### src/rtl/pdpwm_pkg.sv
package pdpwm_pkg;
  localparam logic [5:0] LVL0_PAT = 6'b001110;
  localparam logic [5:0] LVL1_PAT = 6'b010110;
  localparam logic [5:0] LVL2_PAT = 6'b110010;
  localparam logic [5:0] LVL3_PAT = 6'b010001;
  localparam logic [3:0] BR_FWD   = 4'b0110;
  localparam logic [3:0] BR_REV   = 4'b1001;
  localparam logic [3:0] BR_OFF   = 4'b0000;

  function automatic logic [5:0] level_pattern(input logic [1:0] lvl);
    case (lvl)
      2'd0:    level_pattern = LVL0_PAT;
      2'd1:    level_pattern = LVL1_PAT;
      2'd2:    level_pattern = LVL2_PAT;
      default: level_pattern = LVL3_PAT;
    endcase
  endfunction
endpackage

### src/rtl/pdpwm_carrier.sv
module pdpwm_carrier #(
  parameter int CNT_W = 10
) (
  input  logic             clk,
  input  logic             rst,
  input  logic [CNT_W-1:0] period_eff,
  output logic [CNT_W-1:0] cnt,
  output logic             wrap
);
  assign wrap = (cnt >= period_eff - 1'b1);

  always_ff @(posedge clk) begin
    if (rst) cnt <= '0;
    else if (wrap) cnt <= '0;
    else cnt <= cnt + 1'b1;
  end

  AST_CNT_RESTART: assert property (@(posedge clk) disable iff (rst)
    wrap |=> (cnt == '0));
endmodule

### src/rtl/pdpwm_level_sel.sv
module pdpwm_level_sel #(
  parameter int REF_W = 12,
  parameter int CNT_W = 10
) (
  input  logic [REF_W-1:0] mag,
  input  logic [CNT_W-1:0] cnt,
  input  logic [CNT_W-1:0] period_eff,
  output logic [1:0]       level
);
  localparam int CMP_W = ((REF_W > CNT_W + 2) ? REF_W : CNT_W + 2) + 1;

  logic [CMP_W-1:0] m, c, p1, p2, p3, resid;
  logic [1:0]       band;

  always_comb begin
    m  = CMP_W'(mag);
    c  = CMP_W'(cnt);
    p1 = CMP_W'(period_eff);
    p2 = p1 << 1;
    p3 = p1 + p2;
    if (m >= p3) begin
      band  = 2'd3;
      resid = '0;
    end else if (m >= p2) begin
      band  = 2'd2;
      resid = m - p2;
    end else if (m >= p1) begin
      band  = 2'd1;
      resid = m - p1;
    end else begin
      band  = 2'd0;
      resid = m;
    end
    if (band == 2'd3)     level = 2'd3;
    else if (resid > c)   level = band + 2'd1;
    else                  level = band;
  end
endmodule

### src/rtl/pdpwm_bridge.sv
module pdpwm_bridge #(
  parameter int DT_W = 6
) (
  input  logic            clk,
  input  logic            rst,
  input  logic            want_neg,
  input  logic [DT_W-1:0] dead_time,
  output logic [3:0]      bridge
);
  import pdpwm_pkg::*;

  logic            cur_neg;
  logic            in_dead;
  logic [DT_W-1:0] dcnt;

  always_ff @(posedge clk) begin
    if (rst) begin
      cur_neg <= 1'b0;
      in_dead <= 1'b1;
      dcnt    <= dead_time;
    end else if (in_dead) begin
      if (dcnt == '0) in_dead <= 1'b0;
      else            dcnt    <= dcnt - 1'b1;
    end else if (want_neg != cur_neg) begin
      cur_neg <= want_neg;
      in_dead <= 1'b1;
      dcnt    <= dead_time;
    end
  end

  always_comb begin
    if (in_dead)      bridge = BR_OFF;
    else if (cur_neg) bridge = BR_REV;
    else              bridge = BR_FWD;
  end

  AST_DEAD_HOLDS: assert property (@(posedge clk) disable iff (rst)
    (in_dead && dcnt != '0) |=> (bridge == BR_OFF));
endmodule

### src/rtl/pdpwm_gate_gen.sv
module pdpwm_gate_gen #(
  parameter int REF_W = 12,
  parameter int CNT_W = 10,
  parameter int DT_W  = 6
) (
  input  logic             clk,
  input  logic             rst,
  input  logic [REF_W-1:0] ref_in,
  input  logic             ref_valid,
  input  logic [CNT_W-1:0] period,
  input  logic [DT_W-1:0]  dead_time,
  output logic [9:0]       gate
);
  import pdpwm_pkg::*;

  logic [CNT_W-1:0] period_eff, cnt;
  logic             wrap;
  logic [REF_W-1:0] pend_ref, act_ref, ref_abs;
  logic [1:0]       level;
  logic [3:0]       bridge;

  assign period_eff = (period == '0) ? CNT_W'(1) : period;

  pdpwm_carrier #(.CNT_W(CNT_W)) u_carrier (
    .clk(clk), .rst(rst), .period_eff(period_eff), .cnt(cnt), .wrap(wrap)
  );

  always_ff @(posedge clk) begin
    if (rst) begin
      pend_ref <= '0;
      act_ref  <= '0;
    end else begin
      if (ref_valid) pend_ref <= ref_in;
      if (wrap)      act_ref  <= pend_ref;
    end
  end

  assign ref_abs = act_ref[REF_W-1] ? (~act_ref + 1'b1) : act_ref;

  pdpwm_level_sel #(.REF_W(REF_W), .CNT_W(CNT_W)) u_level (
    .mag(ref_abs), .cnt(cnt), .period_eff(period_eff), .level(level)
  );

  pdpwm_bridge #(.DT_W(DT_W)) u_bridge (
    .clk(clk), .rst(rst), .want_neg(act_ref[REF_W-1]),
    .dead_time(dead_time), .bridge(bridge)
  );

  always_ff @(posedge clk) begin
    if (rst) gate <= '0;
    else     gate <= {bridge, level_pattern(level)};
  end

  AST_LEG_A_EXCL: assert property (@(posedge clk) disable iff (rst)
    !(gate[6] && gate[7]));
  AST_LEG_B_EXCL: assert property (@(posedge clk) disable iff (rst)
    !(gate[8] && gate[9]));
  AST_NO_DIRECT_FWD_REV: assert property (@(posedge clk) disable iff (rst)
    (gate[9:6] == BR_FWD) |=> (gate[9:6] != BR_REV));
  AST_NO_DIRECT_REV_FWD: assert property (@(posedge clk) disable iff (rst)
    (gate[9:6] == BR_REV) |=> (gate[9:6] != BR_FWD));
  AST_LEVEL_LEGAL: assert property (@(posedge clk) disable iff (rst)
    $past(!rst) |-> (gate[5:0] == LVL0_PAT || gate[5:0] == LVL1_PAT ||
                     gate[5:0] == LVL2_PAT || gate[5:0] == LVL3_PAT));
endmodule

### config.mk
export PLATFORM = sky130hd
export DESIGN_NAME = pdpwm_gate_gen
export DESIGN_NICKNAME = d
export VERILOG_FILES = /design/src/rtl/pdpwm_pkg.sv /design/src/rtl/pdpwm_carrier.sv /design/src/rtl/pdpwm_level_sel.sv /design/src/rtl/pdpwm_bridge.sv /design/src/rtl/pdpwm_gate_gen.sv
export SDC_FILE = /design/constraint.sdc
export NUM_CORES = 1
export LEC_CHECK = 0
export ABC_AREA = 1
export BUFFER_PORTS_ARGS = -buffer_cell sky130_fd_sc_hd__buf_2
export CELL_PAD_IN_SITES_DETAIL_PLACEMENT = 0
export CELL_PAD_IN_SITES_GLOBAL_PLACEMENT = 1
export CORE_UTILIZATION = 48
export DETAILED_ROUTE_END_ITERATION = 10
export PLACE_DENSITY = 0.95
export SKIP_LAST_GASP = 1
export SYNTH_ARGS = -nofsm -noshare
export SYNTH_HDL_FRONTEND = slang
export SYNTH_SLANG_ARGS = --single-unit
### constraint.sdc
create_clock -name clk -period 10.82 [get_ports clk]
set_clock_uncertainty 0.05 [all_clocks]
set_input_delay 1.623 -clock clk [delete_from_list [all_inputs] [get_ports clk]]
set_output_delay 1.623 -clock clk [all_outputs]
set_load 0.01 [all_outputs]
==> key figures <==
Outcome
  • Status: finished, final reports clean

Floorplan
  • Ports: 41
  • Die Ht: 104 um
  • Die Width: 104 um
  • Core Region: 9950 um^2
  • DIE AREA: 10800 um^2
  • Row count: 36
  • Initial Util: 0.503

Logic synthesis
  • Most numerous cell in the Yosys netlist: nand2_1
  • Post-Synthesis Cells: 702
  • Post-synth top area cell: ha_1
  • Yosys cell types: 46
  • Post-synth EDFFs: 6
  • Synthesized area: 5000 um^2
  • Total nets after synthesis: 811
  • Top_reg_cell synth: dfxtp_1
  • Synth top area cells: ha_1 19%, dfxtp_1 18%, nand2_1 9.2%
  • FFs w/ async S/R, synth: 0
  • Seq/Total Area, Yosys: 0.212
  • Seq cells post-synth: 50
  • Top post-synthesis cells by count: 123 x nand2_1, 102 x inv_1, 75 x ha_1, 66 x nor2_1, 59 x a21oi_1
  • Syn avg cell area: 7.13 um^2
  • Top cell type's share of synthesized area: 0.188
  • Ys Warns: 0

Timing
  • Slew @ Worst Pin: 0.897 ns
  • Worst hold slack: 0.401 ns
  • Final clock period utilization by the worst path: 0.662
  • Max-slew violations: 0
  • Fin crit period: 7.16 ns
  • Finish-stage setup viols: 0
  • Setup_tns: 0 ns
  • RSZ-0062 raised after global routing: no
  • Max_slew headroom: 0.398
  • FMAX: 0.140 GHz
  • Hold Fails Final Rpt: 0

CTS
  • Num CTS Buffers: 5
  • Root Buffer: clkbuf_8
  • CTS max path bufs: 2
  • Post-CTS sizing: 0
  • Clock transition at path regs: 0.11 ns
  • Clock Sinks: 50
  • Worst-skew pair later-pin latency: 0.31 ns
  • Hold_buf cts: 0
  • H-tree depth: 2
  • CTS tree: built
  • Post-CTS setup buffer count: 0

Job
  • Max-cap viol count: 0

Worst hold path
  • Worst min path class: register to register

Global routing
  • Global Route Usage Sum: 0.230
  • First-pass GRT wire length: 20300 um
  • Largest net degree at the start of global routing: 30
  • GRT overflow: 0
  • Vias in the first global route: 4322
  • Initial antenna violation count: 0

Setup path
  • Critical path required time: 10.98 ns
  • Most used cell, CP: nand2_1
  • WP data arrival: 7.33 ns
  • Crit-path slowest cell: nand2_1
  • CP Capture Type: register
  • WS Path Type: input pin to register
  • Max stage delay on crit path: 0.35 ns
  • CP Max Fanout: 11
  • Critical path startpoint category: input pin

Power and ir drop
  • Worst IR drop on VDD: 0.0530 mV
  • Pwr Density: 88.2 nW/um^2
  • Lkg Pwr: 2.80 nW

Route
  • Iteration-0 DRC Markers: 331
  • Drt first pass iters: 5
  • DR vias: 4571
  • Number of vias per cell: 5.25
  • Drc violations: 0
  • Post-route ant nets: 0
  • Routed WL: 11900 um
  • Wire per inst: 13.6 um

Placed design
  • DP HPWL: 9890 um
  • Input/output buffers: 40
  • Routability Congestion: 0.935

Final layout
  • P&R area growth vs syn: 8.03%
  • Layout cell share with drive strength beyond 1: 0.119
  • Final nets: 846
  • Multi-input logic area: 3480 um^2
  • Total area of sequential cells: 1060 um^2
  • Final-layout fill cell count: 989
  • ANT cells: 0
-- report_power, final --
| part | switching (mW) | internal, mW | leakage, nW | total [mW] |
|---|---|---|---|---|
| clock | 0.0711 | 0.0481 | 0.0502 | 0.119 |
| combinational | 0.0874 | 0.0573 | 2.32 | 0.145 |
| sequential | 0.00910 | 0.204 | 0.424 | 0.213 |
-- final timing paths --
kind	depth (start not counted)	to	slack (ns)	startpoint
setup reg to reg	30	gate[1]	5.70	act_ref[11]
setup / recovery	39	gate[1]	3.66	period[4]
hold reg to reg	1	gate[8]	0.40	u_bridge.cur_neg
hold / removal	1	gate[8]	0.40	u_bridge.cur_neg
-- routing by layer --
metal,vias to the layer above,GRT usage,share of wire
li1,2387,-,-
met1,2070,0.313,0.49
met2,104,0.394,0.46
met3,10,0.0219,0.041
met4,0,0.0449,0.0093
met5,-,0,0
-- critical path, delay by kind of cell --
kind                       cells  cell delay [ns]
buffers and inverters          6             0.75
AOI/OAI and AO/OA             11             1.84
adders and majority gates      4             0.84
xor gates and xnor gates       1             0.16
and+or+nand+nor               17             2.10
-- registers in the layout, indices dropped and copies added, names as in the netlist --
name	cells
gate	8
act_ref	12
u_bridge.in_dead	1
u_bridge.cur_neg	1
u_carrier.cnt	10
pend_ref	12
u_bridge.dcnt	6
-- placed cells by master (no fill, tap or decap), drive strengths merged, types with 4 or more instances in the layout --
cell type,count
inv,105
edfxtp,6
clkbuf,5
xnor2,18
a21o,4
a21oi,60
nand4,7
nand2,132
a31oi,5
xor2,27
dfxtp,44
nor2,76
or2,4
o21ai,43
a211oi,4
buf,41
ha,75
nor3,14
o31ai,4
nand3,29
o211ai,13
-- through the flow --
stage	utilization	power [mW]	cell area (um^2)	instances	setup WS [ns]
after detailed placement	0.533	0.361	5310	863	3.41
after global routing	0.543	0.512	5410	871	2.94
after CTS	0.543	0.479	5410	871	3.73
final	0.543	0.477	5410	871	3.66
after floorplan	-	0.323	5000	702	4.34
after global placement	0.533	0.357	5310	863	3.65
-- cells by family after synthesis --
| kind of cell | synth area share |
|---|---|
| simple gates | 0.252 |
| xor+xnor | 0.0788 |
| fa+ha+maj | 0.200 |
| buf+inv | 0.0928 |
| mux | 0.00200 |
| compound gates | 0.163 |
| flops | 0.212 |
-- layout make-up --
type / instances / area share
inverter: 105 / 0.0729
tap: 133 / 0.0308
multi-input combinational: 534 / 0.644
clock buffer: 5 / 0.0127
clock inverter: 3 / 0.00532
sequential: 50 / 0.196
timing repair buffer: 41 / 0.0384
Note: power is estimated with default switching activity, not from simulation.
